`src/rtl/xlat_pkg.sv`:
```
// Shared types for the address translation unit.
// Assumes: included first in compile order.
package xlat_pkg;

    // States of the page-table walk sequencer.
    typedef enum logic [1:0] {
        WK_IDLE  = 2'd0,
        WK_FETCH = 2'd1,
        WK_WAIT  = 2'd2
    } walk_st_e;

endpackage

```
`src/rtl/xlat_cam.sv`:
```
// Fully associative translation store. Each entry holds valid, process id,
// page and frame. Matches the lookup key on every entry at once, and returns
// the match vector and the frame of the matching entry.
// Assumes: at most one entry matches a key (the writer fills only on a miss).
module xlat_cam #(
    parameter int DEPTH = 4,
    parameter int PID_W = 4,
    parameter int PN_W  = 3,
    parameter int FR_W  = 4,
    localparam int IDX_W = (DEPTH > 1) ? $clog2(DEPTH) : 1
) (
    input  logic             clk,
    input  logic             rst_n,
    input  logic             flush,
    input  logic             wr_en,
    input  logic [IDX_W-1:0] wr_idx,
    input  logic [PID_W-1:0] wr_pid,
    input  logic [PN_W-1:0]  wr_pn,
    input  logic [FR_W-1:0]  wr_frame,
    input  logic [PID_W-1:0] lk_pid,
    input  logic [PN_W-1:0]  lk_pn,
    output logic [DEPTH-1:0] match_vec,
    output logic [DEPTH-1:0] valid_vec,
    output logic [FR_W-1:0]  hit_frame
);

    logic [DEPTH-1:0][FR_W-1:0] fr_bus;

    for (genvar g = 0; g < DEPTH; g++) begin : g_ent
        logic             v_q;
        logic [PID_W-1:0] pid_q;
        logic [PN_W-1:0]  pn_q;
        logic [FR_W-1:0]  fr_q;

        // Entry storage: flush clears valid, and a write loads the whole entry.
        always_ff @(posedge clk) begin
            if (!rst_n) begin
                v_q   <= 1'b0;
                pid_q <= '0;
                pn_q  <= '0;
                fr_q  <= '0;
            end else if (flush) begin
                v_q <= 1'b0;
            end else if (wr_en && (wr_idx == IDX_W'(g))) begin
                v_q   <= 1'b1;
                pid_q <= wr_pid;
                pn_q  <= wr_pn;
                fr_q  <= wr_frame;
            end
        end

        assign match_vec[g] = v_q && (pid_q == lk_pid) && (pn_q == lk_pn);
        assign valid_vec[g] = v_q;
        assign fr_bus[g]    = fr_q;
    end

    // Select the frame of the matching entry (an OR over one-hot candidates).
    always_comb begin
        hit_frame = '0;
        for (int i = 0; i < DEPTH; i++) begin
            if (match_vec[i]) hit_frame = hit_frame | fr_bus[i];
        end
    end

endmodule

```
`src/rtl/xlat_victim.sv`:
```
// Chooses the entry that the next fill writes. The lowest-numbered invalid
// entry comes first. When all entries are valid, a rotating pointer names the
// victim, and it advances only when a valid entry is actually evicted.
// Assumes: 'fill' is high exactly on the cycles the store is written.
module xlat_victim #(
    parameter int DEPTH = 4,
    localparam int IDX_W = (DEPTH > 1) ? $clog2(DEPTH) : 1
) (
    input  logic             clk,
    input  logic             rst_n,
    input  logic [DEPTH-1:0] valid_vec,
    input  logic             fill,
    output logic [IDX_W-1:0] victim_idx
);

    logic [IDX_W-1:0] rr_q;
    logic             all_valid;

    assign all_valid = &valid_vec;

    // Pick the lowest invalid slot. Fall back to the pointer when full.
    always_comb begin
        victim_idx = rr_q;
        for (int i = DEPTH - 1; i >= 0; i--) begin
            if (!valid_vec[i]) victim_idx = IDX_W'(i);
        end
    end

    // Rotate the pointer on each eviction of a valid entry.
    always_ff @(posedge clk) begin
        if (!rst_n) begin
            rr_q <= '0;
        end else if (fill && all_valid) begin
            rr_q <= (rr_q == IDX_W'(DEPTH - 1)) ? '0 : rr_q + IDX_W'(1);
        end
    end

endmodule

```
`src/rtl/xlat_walk.sv`:
```
// Walk sequencer for a miss: one cycle issuing the table read, then waiting
// for the returned word. Busy for the whole walk.
// Assumes: memory answers at least one cycle after the read strobe.
module xlat_walk
    import xlat_pkg::*;
(
    input  logic clk,
    input  logic rst_n,
    input  logic start,
    input  logic mem_rvalid,
    output logic busy,
    output logic mem_rd,
    output logic done
);

    walk_st_e st_q;

    // Next-state register of the walk.
    always_ff @(posedge clk) begin
        if (!rst_n) begin
            st_q <= WK_IDLE;
        end else begin
            case (st_q)
                WK_IDLE:  if (start) st_q <= WK_FETCH;
                WK_FETCH: st_q <= WK_WAIT;
                WK_WAIT:  if (mem_rvalid) st_q <= WK_IDLE;
                default:  st_q <= WK_IDLE;
            endcase
        end
    end

    // Decoded outputs of the walk state.
    always_comb begin
        busy   = (st_q != WK_IDLE);
        mem_rd = (st_q == WK_FETCH);
        done   = (st_q == WK_WAIT) && mem_rvalid;
    end

endmodule

```
`src/rtl/xlat_unit.sv`:
```
// Top of the translation unit. Holds the process and table base registers,
// looks each request up in the tagged store, answers hits on the next cycle,
// and on a miss walks the in-memory page table and fills the store.
// Assumes: one request in flight at a time (req_ready is low during a walk).
module xlat_unit #(
    parameter int LA_W  = 16,
    parameter int PN_W  = 3,
    parameter int FR_W  = 4,
    parameter int PID_W = 4,
    parameter int MA_W  = 8,
    parameter int DEPTH = 4,
    localparam int OFF_W = LA_W - PN_W,
    localparam int PA_W  = FR_W + OFF_W,
    localparam int IDX_W = (DEPTH > 1) ? $clog2(DEPTH) : 1
) (
    input  logic             clk,
    input  logic             rst_n,
    input  logic             flush,
    input  logic             pid_we,
    input  logic [PID_W-1:0] pid_wdata,
    input  logic             base_we,
    input  logic [MA_W-1:0]  base_wdata,
    input  logic             req_valid,
    input  logic [LA_W-1:0]  req_laddr,
    output logic             req_ready,
    output logic             rsp_valid,
    output logic [PA_W-1:0]  rsp_paddr,
    output logic             mem_rd,
    output logic [MA_W-1:0]  mem_addr,
    input  logic [FR_W-1:0]  mem_rdata,
    input  logic             mem_rvalid
);

    logic [PID_W-1:0] pid_q;
    logic [MA_W-1:0]  base_q;
    logic [LA_W-1:0]  lat_laddr;
    logic [PID_W-1:0] lat_pid;
    logic [DEPTH-1:0] match_vec;
    logic [DEPTH-1:0] valid_vec;
    logic [FR_W-1:0]  hit_frame;
    logic [IDX_W-1:0] victim_idx;
    logic             cam_hit;
    logic             accept;
    logic             walk_busy;
    logic             walk_done;
    logic             wr_en;

    assign cam_hit   = |match_vec;
    assign req_ready = !walk_busy;
    assign accept    = req_valid && req_ready;
    assign wr_en     = walk_done && !flush;
    assign mem_addr  = base_q + {{(MA_W - PN_W){1'b0}}, lat_laddr[LA_W-1:OFF_W]};

    // Software-visible process id and page-table base registers.
    always_ff @(posedge clk) begin
        if (!rst_n) begin
            pid_q  <= '0;
            base_q <= '0;
        end else begin
            if (pid_we)  pid_q  <= pid_wdata;
            if (base_we) base_q <= base_wdata;
        end
    end

    // Capture the accepted request for use by the walk.
    always_ff @(posedge clk) begin
        if (!rst_n) begin
            lat_laddr <= '0;
            lat_pid   <= '0;
        end else if (accept) begin
            lat_laddr <= req_laddr;
            lat_pid   <= pid_q;
        end
    end

    // Response register: a hit answers next cycle, a walk answers on return.
    always_ff @(posedge clk) begin
        if (!rst_n) begin
            rsp_valid <= 1'b0;
            rsp_paddr <= '0;
        end else begin
            rsp_valid <= (accept && cam_hit) || walk_done;
            if (accept && cam_hit) begin
                rsp_paddr <= {hit_frame, req_laddr[OFF_W-1:0]};
            end else if (walk_done) begin
                rsp_paddr <= {mem_rdata, lat_laddr[OFF_W-1:0]};
            end
        end
    end

    xlat_cam #(
        .DEPTH (DEPTH),
        .PID_W (PID_W),
        .PN_W  (PN_W),
        .FR_W  (FR_W)
    ) i_cam (
        .clk       (clk),
        .rst_n     (rst_n),
        .flush     (flush),
        .wr_en     (wr_en),
        .wr_idx    (victim_idx),
        .wr_pid    (lat_pid),
        .wr_pn     (lat_laddr[LA_W-1:OFF_W]),
        .wr_frame  (mem_rdata),
        .lk_pid    (pid_q),
        .lk_pn     (req_laddr[LA_W-1:OFF_W]),
        .match_vec (match_vec),
        .valid_vec (valid_vec),
        .hit_frame (hit_frame)
    );

    xlat_victim #(
        .DEPTH (DEPTH)
    ) i_victim (
        .clk        (clk),
        .rst_n      (rst_n),
        .valid_vec  (valid_vec),
        .fill       (wr_en),
        .victim_idx (victim_idx)
    );

    xlat_walk i_walk (
        .clk        (clk),
        .rst_n      (rst_n),
        .start      (accept && !cam_hit),
        .mem_rvalid (mem_rvalid),
        .busy       (walk_busy),
        .mem_rd     (mem_rd),
        .done       (walk_done)
    );

endmodule

```
`config.mk`:
```
export PLATFORM = sky130hd
export DESIGN_NAME = xlat_unit
export DESIGN_NICKNAME = d
export VERILOG_FILES = /design/src/rtl/xlat_pkg.sv /design/src/rtl/xlat_cam.sv /design/src/rtl/xlat_victim.sv /design/src/rtl/xlat_walk.sv /design/src/rtl/xlat_unit.sv
export SDC_FILE = /design/constraint.sdc
export NUM_CORES = 1
export LEC_CHECK = 0
export BUFFER_PORTS_ARGS = -buffer_cell sky130_fd_sc_hd__buf_2
export CELL_PAD_IN_SITES_DETAIL_PLACEMENT = 0
export CELL_PAD_IN_SITES_GLOBAL_PLACEMENT = 1
export CORE_ASPECT_RATIO = 1.25
export CORE_MARGIN = 1
export CORE_UTILIZATION = 43
export CTS_CLUSTER_SIZE = 30
export DETAILED_ROUTE_END_ITERATION = 16
export PLACE_DENSITY_LB_ADDON = 0.25
export SLEW_MARGIN = 25
export SYNTH_ARGS = -nofsm -noshare
export SYNTH_HDL_FRONTEND = slang
export SYNTH_SLANG_ARGS = --single-unit
```
`constraint.sdc`:
```
create_clock -name clk -period 2.4 [get_ports clk]
set_input_delay 0.36 -clock clk [delete_from_list [all_inputs] [get_ports clk]]
set_output_delay 0.36 -clock clk [all_outputs]
set_load 0.02 [all_outputs]
```
==> results.md <==
- Status: finished clean
- Max-capacitance violation count: 0
- Minimum clock period: 2.300 ns
- FF+latch count, synth: 102
- Rel. slew slack: 0.4889
- Post-synthesis compound-gate area fraction: 0.1137
- Core Area: 10620 µm²
- M1 WL: 4965 µm
- Vias: 3462
- # diodes: 0
- Num Clock Sinks: 102
- Final instance area: 5477 µm²
- Critical path peak fanout: 6
- Max VDD drop: 0.2596 mV
- Clock Skews: 0.008529 ns
- Die Ht: 119.0 µm
- Cells after Synth: 486
- Via density: 5.091
- Clock Path Buffers: 2
- Slew of the pin with the lowest slew margin: 0.7640 ns
- Top_reg_cell synth: dfxtp_1
- Post-route clock period utilization: 0.9583
- Leakage: 2.290 nW
- Worst-path clk slew: 0.07 ns
- Drt pass-1 iters: 4
- Initial core utilization: 0.4437
- Die ar.: 11380 µm²
- Port bufs: 66
- IO Pins: 67
- Post-synthesis sequential area ratio: 0.4336
- Most frequent cells in the layout: dfxtp_1 (100), nand2_1 (65), buf_2 (65)
- Final HPWL DP: 7414 µm
- Min-Delay Path Class: input port to register
- Number of global-route vias before repair: 3506
- Main combinational cell family by area after synthesis: simple AND/OR/NAND/NOR gates
- Yosys top cell area share: 0.4336
- Fin. max-slew vios: 0
- Final ANT Viol Nets: 0
- First-pass GRT wire length: 17470 µm
- Final Wtd Congestion: 0.8136
- Worst Path Arrival: 1.94 ns
- DR iter-0 viols: 118
- Post-synth top area cell: dfxtp_1
- Met3 Routed Length: 281 µm
- H-tree levels: 3
- Number of flops mapped to enable cells by yosys: 0
- CTS tree: yes
- Final nets: 587
- Final wirelength: 10410 µm
- WHS: 0.2684 ns
- Post-synthesis mux area share: 0.1318
- Highest metal used: met4
- Asr flop ratio synth: 0
- Worst skew pair latency: 0.34 ns
- Total CTS buffers: 9
- Register area: 2047 µm²
- Syn nets: 530
- RSZ-0062 raised after global routing: true
- Largest cells by area after synthesis: dfxtp_1 (43%), mux2i_1 (13%), nor2b_1 (8.2%)
- DRC: 0
- Row count: 42
- Fin. Hold Viols: 0
- Clock root buffer: clkbuf_16
- DR WL/cell: 15.30 µm
- Commonest non-fill, non-tap cell in the layout: dfxtp_1
- Post-Synth Simple-Gate Area: 0.1889
- Synth Area in XOR/XNOR: 0.06961
- GRT Resource Usage Total: 0.1989
- F_max: 434.8 MHz
- Overall die width: 95.61 µm
- Mapped Area: 4710 µm²
- Crit Path Category: register to output port
- CP endpoint kind: output port
- Adder-cell share of the synthesized area: 0.01488
- Total gr overflow: 0
- Share of cells above drive strength 1: 0.2117
- Yosys warns: 0
- Initial antenna violation count: 0
- Post-synthesis cell type count: 41
- Mapped Avg Cell Area: 9.690 µm²
- Power per cell area: 646.9 nW/µm²
- Met2 WL: 5028 µm
- Crit path required time: 2.04 ns
- CP Launch Type: register
- Final setup viols: 0
- Layout area overhead: 16.29%
- Area post-placement: 5159 µm²
- Multi-input gate area: 2464 µm²
- Fillers: 1031
- Largest net degree at the start of global routing: 58
state kept, by name, indices dropped and copies added, names as in the netlist:
signal and count:
i_cam.g_ent.v_q 4, base_q 8, rsp_paddr 17, i_cam.g_ent.pid_q 16, i_cam.g_ent.fr_q 16, pid_q 4
lat_laddr 16, lat_pid 4, i_victim.rr_q 2, i_cam.g_ent.pn_q 12, i_walk.st_q 2, rsp_valid 1
layout make-up:
cell class	count	area share
Tap cell	132	0.03016
Inverter	6	0.004112
Clock inverter	5	0.01074
Timing Repair Buffer	83	0.08705
Sequential cell	102	0.3738
Multi-Input combinational cell	341	0.4499
Clock buffer	11	0.04432
what timing repair did:
item                                    4_1_cts  5_1_grt
gates resized for setup                       4        4
pin swaps                                     1        2
hold endpoints to repair                      0        0
endpoints found under the setup margin        2        4
buffers inserted                              0        0
hold buffers                                  0        0
worst paths after layout:
check | slack (ns) | endpoint | cells after the start | startpoint
worst min register to register | 0.47 | lat_laddr[11] | 2 | lat_laddr[11]
worst max-delay path | 0.10 | mem_addr[6] | 8 | lat_laddr[13]
worst min-delay path | 0.27 | lat_laddr[7] | 3 | req_laddr[7]
worst max register to register | 0.24 | rsp_paddr[12] | 7 | pid_q[1]
Yosys cell counts, types with 2 or more instances:
cell      count
buf_2         8
mux2i_1      62
nand3_1      14
a21oi_2       4
nor2b_1      62
a21boi_1      6
nor2_1       12
inv_1         6
o211a_1       8
xnor2_2       3
a21boi_0     21
clkbuf_1     20
o21a_1        5
nand4_1       7
dfxtp_1     102
a32oi_1       5
buf_6         5
nand2_1      65
a21oi_1       7
ha_1          4
xnor2_1      29
buf_4         4
o21ai_0       2
a22oi_1       8
kinds of logic after synthesis:
group / count (synthesis)
compound gates: 69
xor+xnor: 34
fa+ha+maj: 5
buf+inv: 43
flops: 102
mux: 62
simple gates: 171
power breakdown:
group / internal (mW) / switching [mW] / leakage (nW) / total, mW
combinational: 0.133 / 0.167 / 1.32 / 0.300
clock: 0.838 / 0.640 / 0.142 / 1.48
sequential: 1.73 / 0.0354 / 0.828 / 1.77
layer usage:
| layer | global-route usage | up-vias |
|---|---|---|
| met3 | 0.03384 | 11 |
| met1 | 0.2660 | 1646 |
| met4 | 0.06903 | 0 |
| met5 | 0 | - |
| met2 | 0.3201 | 56 |
| li1 | - | 1749 |
critical path: stages (launching register included):
cell and delay, ns:
dfxtp_4 0.37, ha_1 0.16, inv_1 0.05, fa_2 0.36, nor2b_2 0.13, o21ai_2 0.07, nor2_1 0.13, xor2_1 0.16
buf_4 0.16
stage by stage:
stage	TNS, ns	utilization	power (mW)	setup WS [ns]	instances
2_1_floorplan	0	-	2.006	0.2988	486
3_3_place_gp	0	0.4849	2.101	0.05564	663
3_5_place_dp	0	0.4860	2.106	0.1654	664
4_1_cts	0	0.5152	3.578	0.01117	680
5_1_grt	-0.03275	0.5159	3.677	-0.03275	680
6_report	0	0.5159	3.543	0.1000	680
Power figures use the tool's default switching activity.
